--- config.mk ---
export PLATFORM = sky130hd
export DESIGN_NAME = board_irq_ctrl
export DESIGN_NICKNAME = d
export VERILOG_FILES = /design/src/rtl/board_irq_pkg.sv /design/src/rtl/irq_sync.sv /design/src/rtl/irq_pend_ctrl.sv /design/src/rtl/sock_status.sv /design/src/rtl/board_irq_ctrl.sv
export SDC_FILE = /design/constraint.sdc
export NUM_CORES = 1
export LEC_CHECK = 0
export BUFFER_PORTS_ARGS = -buffer_cell sky130_fd_sc_hd__buf_2
export CAP_MARGIN = 20
export CORE_MARGIN = 3
export CORE_UTILIZATION = 44
export DETAILED_ROUTE_END_ITERATION = 10
export GPL_TIMING_DRIVEN = 0
export PLACE_DENSITY = 0.68
export SLEW_MARGIN = 20
export SYNTH_ARGS = -nofsm -noshare
export SYNTH_HDL_FRONTEND = slang
export SYNTH_SLANG_ARGS = --single-unit
--- constraint.sdc ---
create_clock -name clk -period 2.91 [get_ports clk]
set_input_delay 0.582 -clock clk [delete_from_list [all_inputs] [get_ports clk]]
set_output_delay 0.582 -clock clk [all_outputs]
set_load 0.03 [all_outputs]
--- src/rtl/board_irq_pkg.sv ---
package board_irq_pkg;
  localparam int unsigned REG_W    = 32;
  localparam int unsigned OFS_W    = 8;
  localparam int unsigned NUM_GP   = 8;

  // Write mask shared by the enable and pending registers.
  localparam logic [REG_W-1:0] IRQ_WMASK = 32'h000F_EEFF;

  localparam logic [OFS_W-1:0] OFS_ENABLE  = 8'hC0;
  localparam logic [OFS_W-1:0] OFS_PENDING = 8'hD0;
  localparam logic [OFS_W-1:0] OFS_SOCK0   = 8'hE0;
  localparam logic [OFS_W-1:0] OFS_SOCK1   = 8'hE4;

  // Socket status word layout.
  localparam int unsigned SOCK_CTL_W = 5;
  localparam int unsigned SOCK_CD    = 5;
  localparam int unsigned SOCK_RDY   = 10;

  // Interrupt lines that report card presence.
  localparam int unsigned SOCK0_LINE = 9;
  localparam int unsigned SOCK1_LINE = 13;

  // Byte offset of general-purpose word idx.
  function automatic logic [OFS_W-1:0] gp_offset(input int idx);
    case (idx)
      0:       return 8'h10;
      1:       return 8'h14;
      2:       return 8'h40;
      3:       return 8'h60;
      4:       return 8'h80;
      5:       return 8'h84;
      6:       return 8'h88;
      default: return 8'h90;
    endcase
  endfunction
endpackage

--- src/rtl/irq_sync.sv ---
module irq_sync #(
  parameter int unsigned WIDTH  = 16,
  parameter int unsigned STAGES = 2
) (
  input  logic             clk,
  input  logic             rst_n,
  input  logic [WIDTH-1:0] async_i,
  output logic [WIDTH-1:0] sync_o
);
  logic [WIDTH-1:0] stage_q [STAGES];

  always_ff @(posedge clk or negedge rst_n) begin
    if (!rst_n) begin
      for (int i = 0; i < STAGES; i++) stage_q[i] <= '0;
    end else begin
      stage_q[0] <= async_i;
      for (int i = 1; i < STAGES; i++) stage_q[i] <= stage_q[i-1];
    end
  end

  assign sync_o = stage_q[STAGES-1];
endmodule

--- src/rtl/irq_pend_ctrl.sv ---
module irq_pend_ctrl
  import board_irq_pkg::*;
#(
  parameter int unsigned NUM_LINES = 16
) (
  input  logic                 clk,
  input  logic                 rst_n,
  input  logic [NUM_LINES-1:0] level_i,
  input  logic                 en_wr_i,
  input  logic                 pend_wr_i,
  input  logic [REG_W-1:0]     wdata_i,
  output logic [REG_W-1:0]     enable_o,
  output logic [REG_W-1:0]     pending_o,
  output logic                 irq_o
);
  logic [NUM_LINES-1:0] level_q;
  logic [REG_W-1:0]     enable_q, pending_q, pending_d, set_vec;
  logic [NUM_LINES-1:0] rise;

  assign rise    = level_i & ~level_q;
  // The enable mask already clears the hole bits, so no input can set them.
  assign set_vec = REG_W'(rise) & enable_q;

  always_comb begin
    pending_d = pend_wr_i ? (wdata_i & IRQ_WMASK) : pending_q;
    pending_d = pending_d | set_vec;
  end

  always_ff @(posedge clk or negedge rst_n) begin
    if (!rst_n) begin
      level_q   <= '0;
      enable_q  <= '0;
      pending_q <= '0;
    end else begin
      level_q   <= level_i;
      pending_q <= pending_d;
      if (en_wr_i) enable_q <= wdata_i & IRQ_WMASK;
    end
  end

  assign enable_o  = enable_q;
  assign pending_o = pending_q;
  assign irq_o     = |(pending_q & enable_q);
endmodule

--- src/rtl/sock_status.sv ---
module sock_status
  import board_irq_pkg::*;
(
  input  logic             clk,
  input  logic             rst_n,
  input  logic             wr_i,
  input  logic [REG_W-1:0] wdata_i,
  input  logic             detect_i,
  output logic [REG_W-1:0] status_o
);
  logic [SOCK_CTL_W-1:0] ctl_q;
  logic                  cd_n_q;

  always_ff @(posedge clk or negedge rst_n) begin
    if (!rst_n) begin
      ctl_q  <= '0;
      cd_n_q <= 1'b1;
    end else begin
      cd_n_q <= ~detect_i;
      if (wr_i) ctl_q <= wdata_i[SOCK_CTL_W-1:0];
    end
  end

  always_comb begin
    status_o                   = '0;
    status_o[SOCK_CTL_W-1:0]   = ctl_q;
    status_o[SOCK_CD]          = cd_n_q;
    status_o[SOCK_RDY]         = 1'b1;
  end
endmodule

--- src/rtl/board_irq_ctrl.sv ---
module board_irq_ctrl
  import board_irq_pkg::*;
#(
  parameter int unsigned NUM_LINES   = 16,
  parameter int unsigned SYNC_STAGES = 2
) (
  input  logic                 clk,
  input  logic                 rst_n,
  input  logic [OFS_W-1:0]     bus_addr,
  input  logic                 bus_wr_en,
  input  logic [REG_W-1:0]     bus_wr_data,
  output logic [REG_W-1:0]     bus_rd_data,
  input  logic [NUM_LINES-1:0] irq_in,
  output logic                 irq_out
);
  logic [NUM_LINES-1:0] line_sync;
  logic [REG_W-1:0]     enable_q, pending_q, sock0_stat, sock1_stat;
  logic [REG_W-1:0]     gp_q [NUM_GP];

  irq_sync #(.WIDTH(NUM_LINES), .STAGES(SYNC_STAGES)) sync_i (
    .clk(clk), .rst_n(rst_n), .async_i(irq_in), .sync_o(line_sync)
  );

  irq_pend_ctrl #(.NUM_LINES(NUM_LINES)) pend_i (
    .clk(clk), .rst_n(rst_n), .level_i(line_sync),
    .en_wr_i(bus_wr_en && bus_addr == OFS_ENABLE),
    .pend_wr_i(bus_wr_en && bus_addr == OFS_PENDING),
    .wdata_i(bus_wr_data), .enable_o(enable_q), .pending_o(pending_q),
    .irq_o(irq_out)
  );

  sock_status sock0_i (
    .clk(clk), .rst_n(rst_n), .wr_i(bus_wr_en && bus_addr == OFS_SOCK0),
    .wdata_i(bus_wr_data), .detect_i(line_sync[SOCK0_LINE]), .status_o(sock0_stat)
  );

  sock_status sock1_i (
    .clk(clk), .rst_n(rst_n), .wr_i(bus_wr_en && bus_addr == OFS_SOCK1),
    .wdata_i(bus_wr_data), .detect_i(line_sync[SOCK1_LINE]), .status_o(sock1_stat)
  );

  for (genvar g = 0; g < NUM_GP; g++) begin : gp_reg
    always_ff @(posedge clk or negedge rst_n) begin
      if (!rst_n)                                    gp_q[g] <= '0;
      else if (bus_wr_en && bus_addr == gp_offset(g)) gp_q[g] <= bus_wr_data;
    end
  end

  always_comb begin
    bus_rd_data = '0;
    for (int i = 0; i < NUM_GP; i++)
      if (bus_addr == gp_offset(i)) bus_rd_data = gp_q[i];
    case (bus_addr)
      OFS_ENABLE:  bus_rd_data = enable_q;
      OFS_PENDING: bus_rd_data = pending_q;
      OFS_SOCK0:   bus_rd_data = sock0_stat;
      OFS_SOCK1:   bus_rd_data = sock1_stat;
      default:     ;
    endcase
  end
endmodule


==> impl_metrics.ini <==
[grt]
use_met3 = 0.05027
first_global_vias = 11617
grt_max_degree = 88
grt_pass1_wl_mm = 71.46
busiest_layer = met2
grt_usage = 0.2441
overflow = 0
antenna_found_initial = 2
grt_use_met1 = 0.3424
use_met2 = 0.3783

[clocking]
cts.path.max_buffers = 3
cts_tree = done
insertion_delay_ns = 0.54
clockRootBuffer = clkbuf_16
cts_htree_levels = 2
cts_buffers = 39
clock-sinks = 346
clk_pin_slew_ns = 0.06

[logic_synthesis]
syn_area_um2 = 15610
avgSynthCellArea_um2 = 12.72
synthFlopType = dfrtp_1
yosysSeqAreaShare = 0.5549
syn_inst = 1227
synth_edf_count = 0
yosys_register_bits = 346
synthDistinctLibCells = 58
synth.net_count = 1286
yosysWarnings = 0
async_reset_ff_frac = 1.000

[finish]
fin_nets = 1449
syn2layout_area_growth_pct = 27.62
instances_no_fill = 1872
drive_above_1_share = 0.4753
fillCellCount = 2729

[die]
io_pins = 92
core.rowCount = 68
die_width_um = 194.3
initial_utilization = 0.4496
die_area_um2 = 37770
core_area_um2 = 34710
die_h_um = 194.3

[worst_setup_path]
crit_chain = buf_8 -> or4_4 -> buf_12 -> buf_6 -> nor3_4 -> buf_6 -> buf_8 -> buf_4 -> o2bb2ai_2 -> o21ai_2 -> a31oi_4 -> buf_6
crit_required_ns = 2.33
end_kind = output port
cp-start-kind = input port
critPathTopFamily = buffers and inverters
critical-path-slowest-cell = or4_4
cp.arrival_ns = 2.62
crit_top_cell = buf_6
critPathKind = input port to output port
cp_max_fo = 5
slowest_delay_ns = 0.57
crit_buf_inv = 7

[timing]
relSlewSlack = 0.3892
setup_tns_ns = -6.103
finalClockSkew_ns = 0.009943
fmax_ghz = 0.3120
setup_slack_ns = -0.2948
worst_pin_slew_ns = 0.9163
rsz0062_at_grt = true
slew_viol_final = 0
setup_viol = 32
fin_crit_sh = 1.101
hold_violations = 0
fin_crit_ns = 3.205

[place]
portBuffers = 74
pre_cts_ws_ns = -1.399
place_inst = 1760
post-dp-hpwl_mm = 30.29
gp_congestion = 0.9087

[power_and_ir_drop]
vdd_ir_drop_max_mv = 0.5060
power_mw = 10.71
powerDensity_nw_per_um2 = 537.9
power_leakage_nw = 9.381

[route]
ant_nets = 0
via_per_inst = 6.126
wl_per_cell_um = 25.20
drc_errors = 0
initialDrtViolationCount = 1049
drtPass1Iterations = 5
vias = 11468
wl_mm = 47.18

[min_path]
hp-class = input port to flip-flop

[status]
status = finished, violations left
violations = setup timing

[job]
cap_violations = 0
==> cell families after synthesis <==
| family | synth area share |
|---|---|
| buffers and inverters | 0.03191 |
| AO/OA/AOI/OAI | 0.1093 |
| flip-flops | 0.5549 |
| AND/OR/NAND/NOR | 0.07432 |
| multiplexers | 0.2295 |
==> placed cells by master (no fill, tap or decap), types with 10 or more instances in the layout <==
cell       Yosys  routed
dfrtp_1      344     344
mux2_2       255     255
nand2_1       87      84
buf_4         15      55
buf_2         26      53
buf_6          4      48
clkbuf_16      0      43
a22oi_1       41      39
a21oi_1       34      32
mux2_4        30      30
o21ai_0       51      29
nor2_1        34      29
mux2i_1       26      26
clkbuf_1      45      25
o21ai_2        0      21
nand3_1       27      21
nand3b_1      15      15
a31oi_4        0      13
clkbuf_8       0      12
o22ai_1       13      12
buf_12         0      11
buf_8          0      10
==> synth_stat cells (11+ instances only) <==
| cell | n | share of area |
|---|---|---|
| nor2_1 | 34 | 0.0082 |
| nand3_1 | 27 | 0.0087 |
| mux2_4 | 30 | 0.029 |
| o22ai_1 | 13 | 0.0052 |
| a21oi_1 | 34 | 0.011 |
| buf_4 | 15 | 0.0072 |
| nand2_1 | 87 | 0.021 |
| o21ai_0 | 51 | 0.016 |
| o2bb2ai_1 | 18 | 0.010 |
| buf_2 | 26 | 0.0083 |
| clkbuf_1 | 45 | 0.011 |
| a31oi_1 | 16 | 0.0064 |
| a2bb2oi_1 | 11 | 0.0062 |
| mux2_2 | 255 | 0.18 |
| mux2i_1 | 26 | 0.017 |
| nand3b_1 | 15 | 0.0072 |
| dfrtp_1 | 344 | 0.55 |
| a22oi_1 | 41 | 0.020 |
==> final timing paths <==
kind	start	endpoint	slack [ns]	cells past startpoint
setup / recovery	bus_addr[2]	bus_rd_data[25]	-0.29	12
hold / removal	irq_in[14]	sync_i.stage_q[30]$_DFF_PN0_	0.14	1
setup reg to reg	pend_i.enable_o[7]$_DFFE_PN0P_	pend_i.enable_o[7]$_DFFE_PN0P_	2.06	1
hold reg to reg	sync_i.stage_q[26]$_DFF_PN0_	sync_i.sync_o[10]$_DFF_PN0_	0.34	0
max in group asynchronous	rst_n	gp_q[116]$_DFFE_PN0P_	1.26	4
min in group asynchronous	rst_n	sync_i.stage_q[25]$_DFF_PN0_	0.55	2
==> final cells by class <==
| cell class | instances | area [um2] | share of cell area |
|---|---|---|---|
| Antenna cell | 1 | 2.502 | 0.0001256 |
| Buffer | 92 | 772.0 | 0.03876 |
| Clock buffer | 58 | 1149 | 0.05767 |
| Clock inverter | 9 | 68.82 | 0.003455 |
| Inverter | 4 | 15.01 | 0.0007538 |
| Multi-Input combinational cell | 780 | 7446 | 0.3738 |
| Sequential cell | 346 | 8661 | 0.4348 |
| Tap cell | 455 | 569.3 | 0.02858 |
| Timing Repair Buffer | 127 | 1235 | 0.06200 |
==> flip-flops by register name, summed over array words and instances, names as in the netlist <==
signal and flops:
sock1_i.cd_n_q 1, sock0_i.ctl_q 5, gp_q 256, pend_i.pending_o 18
sync_i.sync_o 14, pend_i.enable_o 18, sock0_i.cd_n_q 1, pend_i.level_q 14
sock1_i.ctl_q 5, sync_i.stage_q 14
==> power breakdown <==
group          leakage, nW  switching [mW]  total (mW)  internal [mW]
registers             4.61           0.145        5.20           5.05
clock network        0.594            1.94        4.67           2.73
logic                 4.18           0.483       0.847          0.364
total                 9.38            2.57        10.7           8.15
==> per-layer routing <==
metal / up-vias / part of all wire
li1: 4885 / -
met1: 5901 / 0.42
met2: 539 / 0.46
met3: 141 / 0.082
met4: 2 / 0.037
met5: - / 0.00023
==> per-stage QoR <==
| step | cell area [um2] | hold WS, ns | util |
|---|---|---|---|
| 6_report | 19920 | 0.1438 | 0.5738 |
| 5_1_grt | 19920 | 0.1286 | 0.5738 |
| 4_1_cts | 19480 | 0.1281 | 0.5611 |
| 3_5_place_dp | 16990 | 0.3347 | 0.4895 |
| 3_3_place_gp | 16870 | 0.3316 | 0.4859 |
| 2_1_floorplan | 15930 | 0.2864 | - |
==> what timing repair did <==
action / CTS / global route
setup buffers: 36 / 10
gates resized for setup: 256 / 83
hold buffers: 1 / 0
endpoints found under the setup margin: 32 / 32
cloned: 5 / 0
endpoints found under the hold margin: 48 / 0
pin swaps: 39 / 19
Power figures use the tool's default switching activity.
